`config.mk`:
```
export PLATFORM = sky130hd
export DESIGN_NAME = irq_wake_ctrl
export DESIGN_NICKNAME = d
export VERILOG_FILES = /design/src/rtl/irq_wake_ctrl.sv
export SDC_FILE = /design/constraint.sdc
export NUM_CORES = 1
export LEC_CHECK = 0
export BUFFER_PORTS_ARGS = -buffer_cell sky130_fd_sc_hd__buf_2
export CORE_UTILIZATION = 49
export CTS_CLUSTER_DIAMETER = 30
export DETAILED_ROUTE_END_ITERATION = 8
export HOLD_SLACK_MARGIN = 0.12
export PLACE_DENSITY = 0.79
export SYNTH_ARGS = -nofsm -noshare
export SYNTH_HDL_FRONTEND = slang
export SYNTH_SLANG_ARGS = --single-unit
```
`constraint.sdc`:
```
create_clock -name clk -period 1.6 [get_ports clk]
set_clock_uncertainty 0.15 [all_clocks]
set_input_delay 0.32 -clock clk [delete_from_list [all_inputs] [get_ports clk]]
set_output_delay 0.32 -clock clk [all_outputs]
set_load 0.005 [all_outputs]
```
`src/rtl/irq_wake_ctrl.sv`:
```
module irq_wake_ctrl #(
  parameter int FLAG_W   = 8,
  parameter int PC_W     = 11,
  parameter int VEC_ADDR = 8
) (
  input  logic              clk,
  input  logic              rst_n,
  input  logic [FLAG_W-1:0] req_a,
  input  logic [FLAG_W-1:0] req_b,
  input  logic              wdt_timeout,
  input  logic              ins_done,
  input  logic              op_eni,
  input  logic              op_disi,
  input  logic              op_sleep,
  input  logic              op_reti,
  input  logic [PC_W-1:0]   pc_next,
  input  logic [1:0]        sw_wr_flag,
  input  logic [1:0]        sw_wr_mask,
  input  logic [FLAG_W-1:0] sw_wdata,
  output logic [FLAG_W-1:0] flag_a,
  output logic [FLAG_W-1:0] flag_b,
  output logic [FLAG_W-1:0] mask_a,
  output logic [FLAG_W-1:0] mask_b,
  output logic              gie,
  output logic              vec_req,
  output logic [PC_W-1:0]   vec_addr,
  output logic [PC_W-1:0]   ret_addr,
  output logic              osc_run,
  output logic              wake,
  output logic              wdt_clr
);
  localparam logic [PC_W-1:0] VEC_PC = PC_W'(VEC_ADDR);

  logic [1:0][FLAG_W-1:0] req_v, req_q, flg, msk;
  logic [PC_W-1:0] resume_pc;
  logic pend, bound, sleep_go, take_run, take_slp, wake_go;

  assign req_v    = {req_b, req_a};
  assign pend     = |(flg[0] & msk[0]) | |(flg[1] & msk[1]);
  assign bound    = osc_run & ins_done;
  assign sleep_go = bound & op_sleep;
  assign take_run = bound & gie & pend & ~op_disi & ~op_sleep;
  assign wake_go  = ~osc_run & (pend | wdt_timeout);
  assign take_slp = ~osc_run & pend & gie;

  assign flag_a   = flg[0];
  assign flag_b   = flg[1];
  assign mask_a   = msk[0];
  assign mask_b   = msk[1];
  assign vec_addr = VEC_PC;

  always_ff @(posedge clk) begin
    if (!rst_n) begin
      req_q <= '0;
      flg   <= '0;
      msk   <= '0;
    end else begin
      req_q <= req_v;
      for (int g = 0; g < 2; g++) begin
        flg[g] <= (sw_wr_flag[g] ? (flg[g] & sw_wdata) : flg[g]) | (req_v[g] & ~req_q[g]);
        if (sw_wr_mask[g]) msk[g] <= sw_wdata;
      end
    end
  end

  always_ff @(posedge clk) begin
    if (!rst_n) begin
      gie       <= 1'b0;
      vec_req   <= 1'b0;
      ret_addr  <= '0;
      resume_pc <= '0;
      osc_run   <= 1'b1;
      wake      <= 1'b0;
      wdt_clr   <= 1'b0;
    end else begin
      vec_req <= take_run | take_slp;
      wake    <= wake_go;
      wdt_clr <= sleep_go;
      if (sleep_go) begin
        osc_run   <= 1'b0;
        resume_pc <= pc_next;
      end else if (wake_go) begin
        osc_run <= 1'b1;
      end
      if (take_run)      ret_addr <= pc_next;
      else if (take_slp) ret_addr <= resume_pc;
      if (take_run | take_slp) gie <= 1'b0;
      else if (bound) begin
        if (op_eni)       gie <= 1'b1;
        else if (op_disi) gie <= 1'b0;
        else if (op_reti) gie <= 1'b1;
      end
    end
  end

  AST_FLAG_A_STICKY: assert property (@(posedge clk) disable iff (!rst_n)
    !sw_wr_flag[0] |=> ((flag_a & $past(flag_a)) == $past(flag_a)));
  AST_FLAG_B_STICKY: assert property (@(posedge clk) disable iff (!rst_n)
    !sw_wr_flag[1] |=> ((flag_b & $past(flag_b)) == $past(flag_b)));
  AST_VEC_DROPS_GIE: assert property (@(posedge clk) disable iff (!rst_n)
    vec_req |-> (!gie && $past(gie)));
  AST_VEC_AT_BOUNDARY: assert property (@(posedge clk) disable iff (!rst_n)
    (osc_run && !ins_done) |=> !vec_req);
  AST_SLEEP_STOPS: assert property (@(posedge clk) disable iff (!rst_n)
    (osc_run && ins_done && op_sleep) |=> (!osc_run && wdt_clr));
  AST_WAKE_RUNS: assert property (@(posedge clk) disable iff (!rst_n)
    wake |-> (osc_run && $past(!osc_run)));
  AST_WDT_NO_VECTOR: assert property (@(posedge clk) disable iff (!rst_n)
    (!osc_run && wdt_timeout && !pend) |=> (wake && !vec_req));
endmodule

```
Yosys cells after proc, flatten, opt, wreduce, memory -nomap -nowiden

Index checks and enable logic that the tools add are counted.

Bits in registers: 75
Input bits: 47
Output and inout bits: 59
Word-level logic and storage cells: 55

Muxes and demuxes: 9
Bitwise operators: 26
Reductions and logical operators: 7

Operators by type and width:

| cell              | count |
|---|---|
| $and 8x8->8       | 6 |
| $mux 11           | 2 |
| $mux 8            | 2 |
| $not 8->8         | 2 |
| $or 8x8->8        | 2 |
| $reduce_or 8->1   | 2 |
| $and 1x1->1       | 9 |
| $mux 1            | 5 |
| $not 1->1         | 4 |
| $reduce_bool 2->1 | 2 |
| $or 1x1->1        | 3 |
| $reduce_bool 3->1 | 1 |
| $reduce_and 2->1  | 1 |
| $reduce_or 2->1   | 1 |

Longest topological paths before layout

Gate-level depths: netlist of run 1.

Word-level depth: 8
Mapped depth: 6
Depth with buffers taken out: 5

Least setup slack after synthesis of run 1

OpenSTA, ideal clock, no wires.

Path kind: register to register
Start point: register flg, in the netlist flag_b[4]
End point: register ret_addr[9]
Library setup time: 126 ps
Arrival: 1249 ps
Slack: 74 ps
Cell stages (with the launch flop): 7
Path buffers: 1
Clock period less this slack: 1526 ps
Cells stage by stage: dfxtp_1 a22o_1 a221oi_2 and4_4 buf_4 nor2_1 o2bb2ai_1

Longest elaborated chain between the ends: 7
Elaborated cells on any way between the ends: 10
Classes of those cells: 1 x mux; 7 x bitwise; 2 x reduce/logical

Ends and longest elaborated chain:

| element                                             | RTL line | text |
|---|---|---|
| start, declared                                     | 34       | `logic [1:0][FLAG_W-1:0] req_v, req_q, flg, msk;` |
| start signal, assigned by index                     | 60       | `flg[g] <= (sw_wr_flag[g] ? (flg[g] & sw_wdata) : flg[g]) \| (req_v[g] & ~req_q[g]);` |
| $and 8x8->8 *                                       | 39       | `assign pend = \|(flg[0] & msk[0]) \| \|(flg[1] & msk[1]);` |
| $reduce_or 8->1 *                                   | 39       |  |
| $or 1x1->1 *                                        | 39       |  |
| $and 1x1->1 (3 in a row)                            | 42       | `assign take_run = bound & gie & pend & ~op_disi & ~op_sleep;` |
| $mux 11 / $reduce_bool 2->1 (equally long branches) | --       |  |
| end signal, assigned                                | 85       | `if (take_run) ret_addr <= pc_next;` |
| end signal, assigned                                | 86       | `else if (take_slp) ret_addr <= resume_pc;` |
| end, declared                                       | 27       | `output logic [PC_W-1:0] ret_addr,` |

Mark *: on every way between the ends. The rest lies on a longest branch, timed or not.
A chain may end at the register's enable or synchronous reset.

Worst setup path after layout of run 1

Start point: register msk, in the netlist mask_b[4]
End point: register osc_run

Longest elaborated chain between the ends: 6

Ends and longest elaborated chain:

| element                         | RTL line | text |
|---|---|---|
| start, declared                 | 34       |  |
| start signal, assigned by index | 61       | `if (sw_wr_mask[g]) msk[g] <= sw_wdata;` |
| $and 8x8->8                     | 39       |  |
| $reduce_or 8->1                 | 39       |  |
| $or 1x1->1                      | 39       |  |
| $or 1x1->1                      | 43       | `assign wake_go = ~osc_run & (pend \| wdt_timeout);` |
| $and 1x1->1                     | 43       |  |
| $reduce_bool 2->1 (no line)     | --       |  |
| end signal, assigned            | 72       | `osc_run <= 1'b1;` |
| end signal, assigned            | 80       | `osc_run <= 1'b0;` |
| end signal, assigned            | 83       | `osc_run <= 1'b1;` |
| end, declared                   | 28       | `output logic osc_run,` |

No other way between the ends.

==> results.md, run 1 <==
* DRC viols at 0
* Switching share of power at 24.86%
* Final Setup Violations at 15
* Setup ws final at -0.1448 ns
* Layout Nets at 515
* Remaining Overflow, GRT at 0
* Fin Setup TNS at -1.704 ns
* Row Count at 28
* Clock buffer depth at 2
* Pre-CTS WS at -0.5591 ns
* Mux share of post-synthesis cell area at 5.255%
* CP Buf/Inv Count at 1
* Sequential share of the synthesized area at 49.26%
* Max_slew headroom at 64.89%
* Critical path type: register to register
* CP Data Arrival Time at 1.83 ns
* P_sw at 0.001076 W
* Die Area at 6540 um^2
* R2R cell count at 6
* Hold path start: sw_wdata[2]
* Yosys top cell area share at 49.26%
* Antenna Nets Post-Route at 0
* Clock Pin Slew Worst Setup and Hold Paths at 0.08 ns
* Initial DRC count at 116
* Leak Pwr at 2.027 nW
* Routed vias at 2815
* Post-synthesis register bit count at 75
* Cts bufs inserted at 9
* Commonest non-fill, non-tap cells in the layout: buf_2 (94), dfxtp_1 (71), buf_4 (39)
* Comb power frac at 15.7%
* Post-Route WL at 8.436 mm
* CTS tree: built
* Reg power frac at 46.7%
* Pre-Repair DR Iteration Count at 5
* Via density at 5.137
* Clock Latency Late Sink at 0.35 ns
* Critical path peak fanout at 6
* Failing checks: negative setup slack
* Top cell family by delay on the critical path: compound AO/OA/AOI/OAI gates
* Cells on Worst Hold Path at 3
* Htree depth at 3
* Synth Flop Type: dfxtp_1
* Crit start category: register
* All-layer global routing usage at 25.13%
* Largest net degree at the start of global routing at 26
* Crit-path max cell delay at 0.33 ns
* End of the worst register-to-register path: osc_run$_SDFFE_PN1P_
* Fraction of registers with async set/reset at 0%
* Root buffer cell: clkbuf_8
* WL/cell at 15.39 um
* P_int at 0.003252 W
* Die width at 80.87 um
* Input/output buffers at 94
* Core area at 5956 um^2
* Worst hold path type: input pin to register
* Share of layout cells above drive strength 1 at 39.11%
* Slowest-stage cell, CP: dfxtp_2
* DP HPWL at 5.416 mm
* F_max at 573.1 MHz
* Post-Synthesis Cell Area at 3048 um^2
* Area share of fa/ha/maj cells after synthesis at 0%
* Post-route cell area at 4454 um^2
* First-pass GRT wire length at 12.16 mm
* Syn Area/Cell at 9.864 um^2
* Starting Density at 51.18%
* Tmin final at 1.745 ns
* Slew of the pin with the lowest slew margin at 0.5251 ns
* Synth Area in Simple Gates at 18.60%
* RR Startpoint: mask_b[4]$_SDFFE_PN0P_
* Vias in the first global route at 2571
* GP Congestion at 0.8208
* Initial antenna violation count at 0
* P per Cell Area at 971.7 nW/um^2
* EDFF count, synth at 0
* FF-to-FF setup slack at -0.14 ns
* Synth Area in XOR/XNOR at 0%
* Max IR drop VDD at 0.6504 mV
* Max-slew violations at 0
* WP data required at 1.69 ns
* Cells after Synth at 309
* Worst hold path endpoint: mask_b[2]$_SDFFE_PN0P_
* Hold Vio Cnt, Final at 0
* Die Y-Extent at 80.87 um
* Max Cap Viol at 0
* Yosys cell types at 28
* Layout Utilization at 74.79%
* Run status: complete, but fails checks
* Cell taking the most area after synthesis: dfxtp_1
* Synth Area in Compound Gates at 20.98%
* Tcrit/Tclk final at 109.0%
* Layout area overhead at 46.14%
* I/O Pins at 106
* Main combinational cell family by area after synthesis: compound AO/OA/AOI/OAI gates
* Worst Setup End Kind: register
* Sink Count at 75
* Clk pwr share at 37.7%
* Commonest non-fill, non-tap cell in the layout: buf_2
* Number of synthesis warnings at 0
* Dominant cells by area after synthesis: dfxtp_1 (49%), a21boi_0 (6.7%), mux2i_1 (5.3%), o2bb2ai_2 (4.4%), nand2_1 (4.3%)
* Cell Area, Placed at 3825 um^2
* Cells along the critical path: a22o_1 -> a221oi_2 -> and4_4 -> buf_8 -> nor2b_4 -> a21oi_1
* Unrepaired setup endpoints after global routing: yes
* ANT cells at 0
==> power groups by stage <==
stage / clock [W] / sequential, W / combinational, W
after detailed placement: 0 / 0.00206 / 0.000540
after CTS: 0.00165 / 0.00201 / 0.000620
after global placement: 0 / 0.00205 / 0.000528
after global routing: 0.00173 / 0.00203 / 0.000729
after floorplan: 0 / 0.00206 / 0.000256
final: 0.00163 / 0.00202 / 0.000678
==> sequential cells by signal, indices dropped and copies added (netlist names) <==
name	count
flag_a	8
vec_req	1
mask_b	8
osc_run	1
wdt_clr	1
flag_b	8
gie	1
req_q	16
ret_addr	11
resume_pc	11
mask_a	8
wake	1
==> worst reg2reg max path, cell delays in order (launching register included) <==
cell and delay, ns:
dfxtp_2 0.33, a22o_1 0.26, a221oi_2 0.20, and4_4 0.33, buf_8 0.15, nor2b_4 0.14, a21oi_1 0.07
==> routing by layer <==
| layer | vias up | GRT usage [%] | share of wire [%] |
|---|---|---|---|
| li1 | 1354 | - | - |
| met1 | 1315 | 30.61 | 41 |
| met2 | 128 | 42.52 | 50 |
| met3 | 18 | 3.596 | 6.7 |
| met4 | 0 | 13.75 | 2.1 |
| met5 | - | 0 | 0 |
==> per-stage QoR <==
step / total power [W] / hold slack [ns] / instances
3_3_place_gp: 0.002579 / 0.2995 / 501
6_report: 0.004328 / 0.1446 / 548
2_1_floorplan: 0.002320 / 0.2917 / 318
5_1_grt: 0.004481 / 0.1372 / 548
3_5_place_dp: 0.002597 / 0.3046 / 501
4_1_cts: 0.004285 / 0.1301 / 546
==> cells in the mapped netlist, drive strengths merged (11+ instances only) <==
cell / count
nand2b: 17
nand2: 35
and2: 18
a22oi: 11
clkbuf: 12
nor2b: 19
buf: 16
o21ai: 16
dfxtp: 75
o2bb2ai: 11
a21boi: 27
nor2: 16
mux2i: 16
==> cell families after synthesis <==
group,after synthesis
AO/OA/AOI/OAI,76
AND/OR/NAND/NOR,109
buffers and inverters,31
flip-flops,75
other,2
multiplexers,16
==> worst max-delay path by stage <==
stage                                start                        to  slack, ns  cells after the start
finish              mask_b[4]$_SDFFE_PN0P_      osc_run$_SDFFE_PN1P_      -0.14                      6
CTS                   flag_b[0]$_SDFF_PN0_      osc_run$_SDFFE_PN1P_      -0.11                      6
global route          flag_b[3]$_SDFF_PN0_      osc_run$_SDFFE_PN1P_      -0.18                      6
detailed placement    flag_b[0]$_SDFF_PN0_  ret_addr[9]$_SDFFE_PN0P_      -0.56                      5
global placement      flag_b[4]$_SDFF_PN0_  ret_addr[9]$_SDFFE_PN0P_      -0.51                      5
floorplan             flag_b[4]$_SDFF_PN0_  ret_addr[9]$_SDFFE_PN0P_       0.07                      6
==> timing repair <==
action | in CTS | in global routing
endpoints found under the hold margin | 41 | 0
setup buffers | 1 | 0
gates cloned | 0 | 2
gates resized for setup | 6 | 12
endpoints found under the setup margin | 15 | 15
hold buffers | 28 | 0
pin swaps | 2 | 8
==> final cells by class <==
class                      instances  area (um^2)
tap                               75        93.84
multi-input combinational        212         1448
inverter                           3        11.26
sequential                        75         1506
clock inverter                     6        88.84
fill                             401         1501
clock buffer                      10        137.6
timing repair buffer             167         1169
Power figures use the tool's default switching activity.
==> run 2, diff against run 1 <==
Settings changed: CORE_MARGIN set to 5.
==> run 2 against run 1 <==
Sequential share of layout area increased by 0.31 points. The run still ends with negative setup slack left. Flip-flop and latch count unchanged. Largest cell class unchanged. Global-route usage decreased by 3.1 points. Final cell count decreased by 0.36%. Highest routed layer unchanged. Die area increased by 21%. Critical path depth unchanged. Core utilization decreased by 1.2 points. Register-to-register slack improved by 0.06 ns. Design area decreased by 0.98%.
==> results.md, run 2 (synthesized netlist as in run 1, its figures left out) <==
* Biggest register: req_q
* Cell Area, Placed at 3782 um^2 (-1.1%)
* Die Area at 7898 um^2 (+21%)
* Critical path peak fanout at 7 (+1)
* Leak Pwr at 1.988 nW (-2.0%)
* All-layer global routing usage at 22.07% (-3.1 points)
* Antenna Nets Post-Route at 0 (unchanged)
* Die width at 88.87 um (+9.9%)
* P per Cell Area at 916.2 nW/um^2 (-5.7%)
* Fin Setup TNS at -0.7856 ns (+0.9184 ns)
* Critical path type: register to register
* Via density at 5.121 (-0.31%)
* Row Count at 28 (unchanged)
* Initial antenna violation count at 1 (+1)
* Hold WS at 0.1490 ns (+0.004348 ns)
* Hold Vio Cnt, Final at 0 (unchanged)
* Largest net degree at the start of global routing at 45 (+73%)
* Pre-CTS WS at -0.5492 ns (+0.009913 ns)
* Clock Pin Slew Worst Setup and Hold Paths at 0.08 ns (about the same)
* Htree depth at 3 (unchanged)
* F_max at 593.0 MHz (+3.5%)
* Slew of the pin with the lowest slew margin at 0.5423 ns (+0.01720 ns)
* Vias in the first global route at 2782 (+8.2%)
* Commonest non-fill, non-tap cells in the layout: buf_2 (94), dfxtp_1 (72), buf_4 (37)
* Clock Latency Late Sink at 0.35 ns (about the same)
* RR Startpoint: mask_a[7]$_SDFFE_PN0P_
* Hold path start: sw_wdata[2]
* Max Cap Viol at 0 (unchanged)
* Starting Density at 50.88% (-0.30 points)
* CP Data Arrival Time at 1.78 ns (-0.05 ns)
* Commonest non-fill, non-tap cell in the layout: buf_2
* Cts bufs inserted at 9 (unchanged)
* CTS tree: built
* Max-slew violations at 0 (unchanged)
* Total Power at 0.004041 W (-6.6%)
* Remaining Overflow, GRT at 0 (unchanged)
* Met2 usage at 35.16% (-7.4 points)
* Routed vias at 2796 (-0.67%)
* GRT Max-Usage Layer: met2
* WP data required at 1.69 ns (about the same)
* Die Y-Extent at 88.87 um (+9.9%)
* FILL cells at 435 (+8.5%)
* Input/output buffers at 94 (unchanged)
* Run status: complete, but fails checks
* Max_slew headroom at 63.81% (-1.1 points)
* Grt met1 use at 27.82% (-2.8 points)
* WL/cell at 16.30 um (+5.9%)
* Pre-Repair DR Iteration Count at 5 (unchanged)
* Failing checks: negative setup slack
* DP HPWL at 5.798 mm (+7.0%)
* Worst hold path type: input pin to register
* Sink Count at 75 (unchanged)
* Critical path launch point: mask_a[7]$_SDFFE_PN0P_
* Final Setup Violations at 15 (unchanged)
* Initial DRC count at 155 (+34%)
* First-pass GRT wire length at 13.20 mm (+8.5%)
* Post-Route WL at 8.902 mm (+5.5%)
* Clock buffer depth at 2 (unchanged)
* Worst Setup End Kind: register
* Largest registers: req_q x16, resume_pc x11, ret_addr x11
* DRC viols at 0 (unchanged)
* Core area at 5991 um^2 (+0.59%)
* Share of layout cells above drive strength 1 at 38.51% (-0.60 points)
* Layout Nets at 512 (-0.58%)
* Post-route cell area at 4410 um^2 (-0.98%)
* Crit start category: register
* Unrepaired setup endpoints after global routing: yes
* Setup ws final at -0.08648 ns (+0.05827 ns)
* Max IR drop VDD at 0.6899 mV (+6.1%)
* Tcrit/Tclk final at 105.4% (-3.6 points)
* Layout area overhead at 44.70%
* Number of flip-flops in the largest register at 16 (unchanged)
* GRT met3 Usage at 6.145% (+2.5 points)
* Tmin final at 1.686 ns (-0.05827 ns)
* Root buffer cell: clkbuf_8
* I/O Pins at 106 (unchanged)
* GP Congestion at 0.8236 (+0.34%)
run 2: cell count changes in the layout (fill, tap and decap cells not counted), sizes merged:
| cell | delta |
|---|---|
| clkbuf | +2 |
| buf | -3 |
| bufinv | -2 |
| diode | +1 |
run 2: worst max-delay path, cell delays in order (launching register included):
cell and delay, ns:
dfxtp_2 0.32, a22o_1 0.23, a221oi_2 0.20, and4_4 0.33, a211oi_4 0.07, buf_12 0.15
and2_4 0.14
run 2: through the flow:
step | cells | utilization, %
final | 546 | 73.62
after global routing | 546 | 73.62
after CTS | 542 | 71.64
after detailed placement | 497 | 63.14
after global placement | 497 | 63.14
after floorplan | 318 | -
run 2: final cells by class:
class / instances / area (um^2) / share of cell area, %
antenna: 1 / 2.502 / 0.05674
multi-input combinational: 212 / 1484 / 33.65
inverter: 3 / 11.26 / 0.2553
timing repair buffer: 164 / 1134 / 25.70
tap: 75 / 93.84 / 2.128
sequential: 75 / 1505 / 34.13
clock buffer: 12 / 155.1 / 3.518
clock inverter: 4 / 25.02 / 0.5674
run 2: what timing repair did:
| action | CTS | global route |
|---|---|---|
| hold endpoints to repair | 40 | 0 |
| gates resized for setup | 8 | 16 |
| pin swaps | 2 | 10 |
| hold buffers | 28 | 0 |
| endpoints found under the setup margin | 15 | 24 |
| cloned | 0 | 2 |
| setup buffers | 1 | 1 |
run 2: final timing paths:
check	end	slack, ns	cells past startpoint
setup / recovery	vec_req$_SDFF_PN0_	-0.09	6
hold / removal	mask_a[2]$_SDFFE_PN0P_	0.15	3
setup reg to reg	vec_req$_SDFF_PN0_	-0.09	6
hold reg to reg	resume_pc[6]$_SDFFE_PN0P_	0.32	2
run 2: per-layer routing:
layer	up-vias	part of all wire (%)
met5	-	0
met4	0	2.2
met3	20	8.4
met2	112	49
met1	1317	40
li1	1347	-
run 2: report_power, final:
group	internal, W	leakage, nW	switching (W)
registers	0.00196	0.618	0.0000565
clock network	0.000643	0.0884	0.000696
logic	0.000362	1.28	0.000318
==> run 3, diff against run 2 <==
Settings changed: SETUP_SLACK_MARGIN set to 0.3.
==> run 3 against run 2 <==
The run still ends with negative setup slack left. First-iteration DRC count rose by 36%. Via count rose by 1.1%. Highest routed layer unchanged. Sequential power barely moved. Clock-buffer cell count fell by 1. Worst hold slack improved by 0.017 ns. Non-clock buffer count rose by 2. Design area rose by 7.5%. Flip-flop and latch count did not move. Core utilization rose by 5.5 points. Critical path depth did not move. Final cell count rose by 0.18%.
==> results.md, run 3 (synthesized netlist as in run 1, its figures left out) <==
* Tmin final at 1.671 ns (-0.01525 ns)
* I/O Pins at 106 (unchanged)
* Die Y-Extent at 88.87 um (unchanged)
* Cell Area, Placed at 3769 um^2 (-0.36%)
* Root buffer cell: clkbuf_8
* CP Data Arrival Time at 1.76 ns (-0.02 ns)
* DRC viols at 0 (unchanged)
* Clock Pin Slew Worst Setup and Hold Paths at 0.08 ns (about the same)
* Sequential cell area at 1564 um^2 (+3.9%)
* Antenna Nets Post-Route at 0 (unchanged)
* Starting Density at 50.88% (unchanged)
* First-pass GRT wire length at 13.67 mm (+3.6%)
* Unrepaired setup endpoints after global routing: yes
* Reg power frac at 45.1% (-4.9 points)
* WP data required at 1.68 ns (about the same)
* Sink Count at 75 (unchanged)
* Critical path type: register to register
* RR Startpoint: mask_a[7]$_SDFFE_PN0P_
* Core area at 5991 um^2 (unchanged)
* Failing checks: negative setup slack
* Die width at 88.87 um (unchanged)
* Via density at 5.168 (+0.92%)
* FILL cells at 330 (-24%)
* Max-slew violations at 0 (unchanged)
* Initial antenna violation count at 0 (-1)
* P_int at 0.003463 W (+17%)
* Die Area at 7898 um^2 (unchanged)
* Commonest non-fill, non-tap cell in the layout: buf_2
* Vias in the first global route at 2795 (+0.47%)
* Clock buffer depth at 2 (unchanged)
* Worst Setup End Kind: register
* Share of layout cells above drive strength 1 at 44.92% (+6.4 points)
* Remaining Overflow, GRT at 0 (unchanged)
* FF-to-FF setup slack at -0.07 ns (+0.02 ns)
* All-layer global routing usage at 23.28% (+1.2 points)
* Switching share of power at 23.50% (-3.0 points)
* Pre-CTS WS at -0.1924 ns (+0.3568 ns)
* Clk pwr share at 38.8% (+5.7 points)
* P_sw at 0.001064 W (-0.65%)
* Max IR drop VDD at 0.7529 mV (+9.1%)
* GP Congestion at 0.8489 (+3.1%)
* Leak Pwr at 2.096 nW (+5.5%)
* Layout Nets at 514 (+0.39%)
* Worst hold path endpoint: mask_b[2]$_SDFFE_PN0P_
* Cells on Worst Hold Path at 3 (unchanged)
* Row Count at 28 (unchanged)
* Critical path peak fanout at 11 (+4)
* Largest net degree at the start of global routing at 26 (-42%)
* Max Cap Viol at 0 (unchanged)
* Tcrit/Tclk final at 104.5% (-0.95 points)
* Number of flip-flops in the largest register at 16 (unchanged)
* Run status: complete, but fails checks
* R2R cell count at 6 (unchanged)
* Post-Route WL at 9.355 mm (+5.1%)
* Final Setup Violations at 12 (-3)
* Pre-Repair DR Iteration Count at 5 (unchanged)
* Htree depth at 3 (unchanged)
* ANT cells at 0 (-1)
* DP HPWL at 5.553 mm (-4.2%)
* Crit start category: register
* Final Non-Filler Cells at 547 (+0.18%)
* Commonest non-fill, non-tap cells in the layout: buf_2 (62), buf_6 (60), dfxtp_1 (37)
* F_max at 598.4 MHz (+0.91%)
* Placed cell count at 495 (-0.40%)
* CTS tree: built
* Input/output buffers at 94 (unchanged)
* Largest registers: req_q x16, resume_pc x11, ret_addr x11
* Post-route cell area at 4741 um^2 (+7.5%)
* Clock Latency Late Sink at 0.34 ns (about the same)
* Comb power frac at 16.2% (-0.6 points)
* Layout area overhead at 55.54%
* P per Cell Area at 954.8 nW/um^2 (+4.2%)
* Worst hold path type: input pin to register
* Biggest register: req_q
* Initial DRC count at 211 (+36%)
* Setup ws final at -0.07124 ns (+0.01525 ns)
* Cts bufs inserted at 9 (unchanged)
* End of the worst register-to-register path: ret_addr[1]$_SDFFE_PN0P_
* Hold path start: sw_wdata[2]
* Area of the multi-input gates at 1436 um^2 (-3.2%)
* Hold Vio Cnt, Final at 0 (unchanged)
* Routed vias at 2827 (+1.1%)
* WL/cell at 17.10 um (+4.9%)
run 3: cell type report:
| class | count | share of cell area [%] |
|---|---|---|
| sequential | 75 | 32.99 |
| multi-input combinational | 212 | 30.30 |
| timing repair buffer | 166 | 29.40 |
| clock buffer | 11 | 2.982 |
| clock inverter | 5 | 2.111 |
| tap | 75 | 1.979 |
| inverter | 3 | 0.2375 |
run 3: what timing repair did:
action	CTS	global route
pin swaps	2	1
gates resized for setup	90	20
hold buffers	28	0
endpoints found under the hold margin	42	0
endpoints found under the setup margin	62	65
setup buffers	5	3
run 3: critical path: stages, from the launching register on:
cell	delay, ns
dfxtp_2	0.32
a22o_1	0.24
a221oi_2	0.21
and4_4	0.31
buf_8	0.14
nor2_1	0.06
o2bb2ai_2	0.12
run 3: routing by layer:
metal	GRT usage (%)	vias to the layer above	part of all wire (%)
met4	10.03	0	1.7
met3	6.890	14	7.8
met5	0	-	0
met1	27.33	1342	39
met2	39.34	120	52
li1	-	1351	-
run 3: how the worst max path moves through the flow:
stage / startpoint / to / slack (ns) / cells past startpoint
4_1_cts: mask_a[7]$_SDFFE_PN0P_ / vec_req$_SDFF_PN0_ / -0.04 / 6
2_1_floorplan: mask_b[3]$_SDFFE_PN0P_ / ret_addr[0]$_SDFFE_PN0P_ / 0.08 / 6
6_report: mask_a[7]$_SDFFE_PN0P_ / ret_addr[1]$_SDFFE_PN0P_ / -0.07 / 6
3_5_place_dp: flag_b[3]$_SDFF_PN0_ / vec_req$_SDFF_PN0_ / -0.19 / 5
5_1_grt: mask_b[3]$_SDFFE_PN0P_ / ret_addr[3]$_SDFFE_PN0P_ / -0.11 / 6
3_3_place_gp: flag_b[3]$_SDFF_PN0_ / ret_addr[9]$_SDFFE_PN0P_ / -0.13 / 5
run 3: power by group through the flow:
stage	logic [W]	registers [W]	clock network, W
6_report	0.000732	0.00204	0.00175
5_1_grt	0.000785	0.00205	0.00188
4_1_cts	0.000686	0.00204	0.00177
3_5_place_dp	0.000523	0.00206	0
3_3_place_gp	0.000514	0.00206	0
2_1_floorplan	0.000266	0.00207	0
run 3: through the flow:
stage | utilization [%] | total power, W | hold slack (ns) | setup TNS (ns)
after floorplan | - | 0.002332 | 0.2917 | 0
after global placement | 62.91 | 0.002570 | 0.2944 | -1.060
after detailed placement | 62.91 | 0.002585 | 0.3000 | -1.622
after CTS | 77.72 | 0.004496 | 0.1378 | -0.4110
after global routing | 79.14 | 0.004710 | 0.1678 | -1.260
final | 79.14 | 0.004527 | 0.1660 | -0.6937
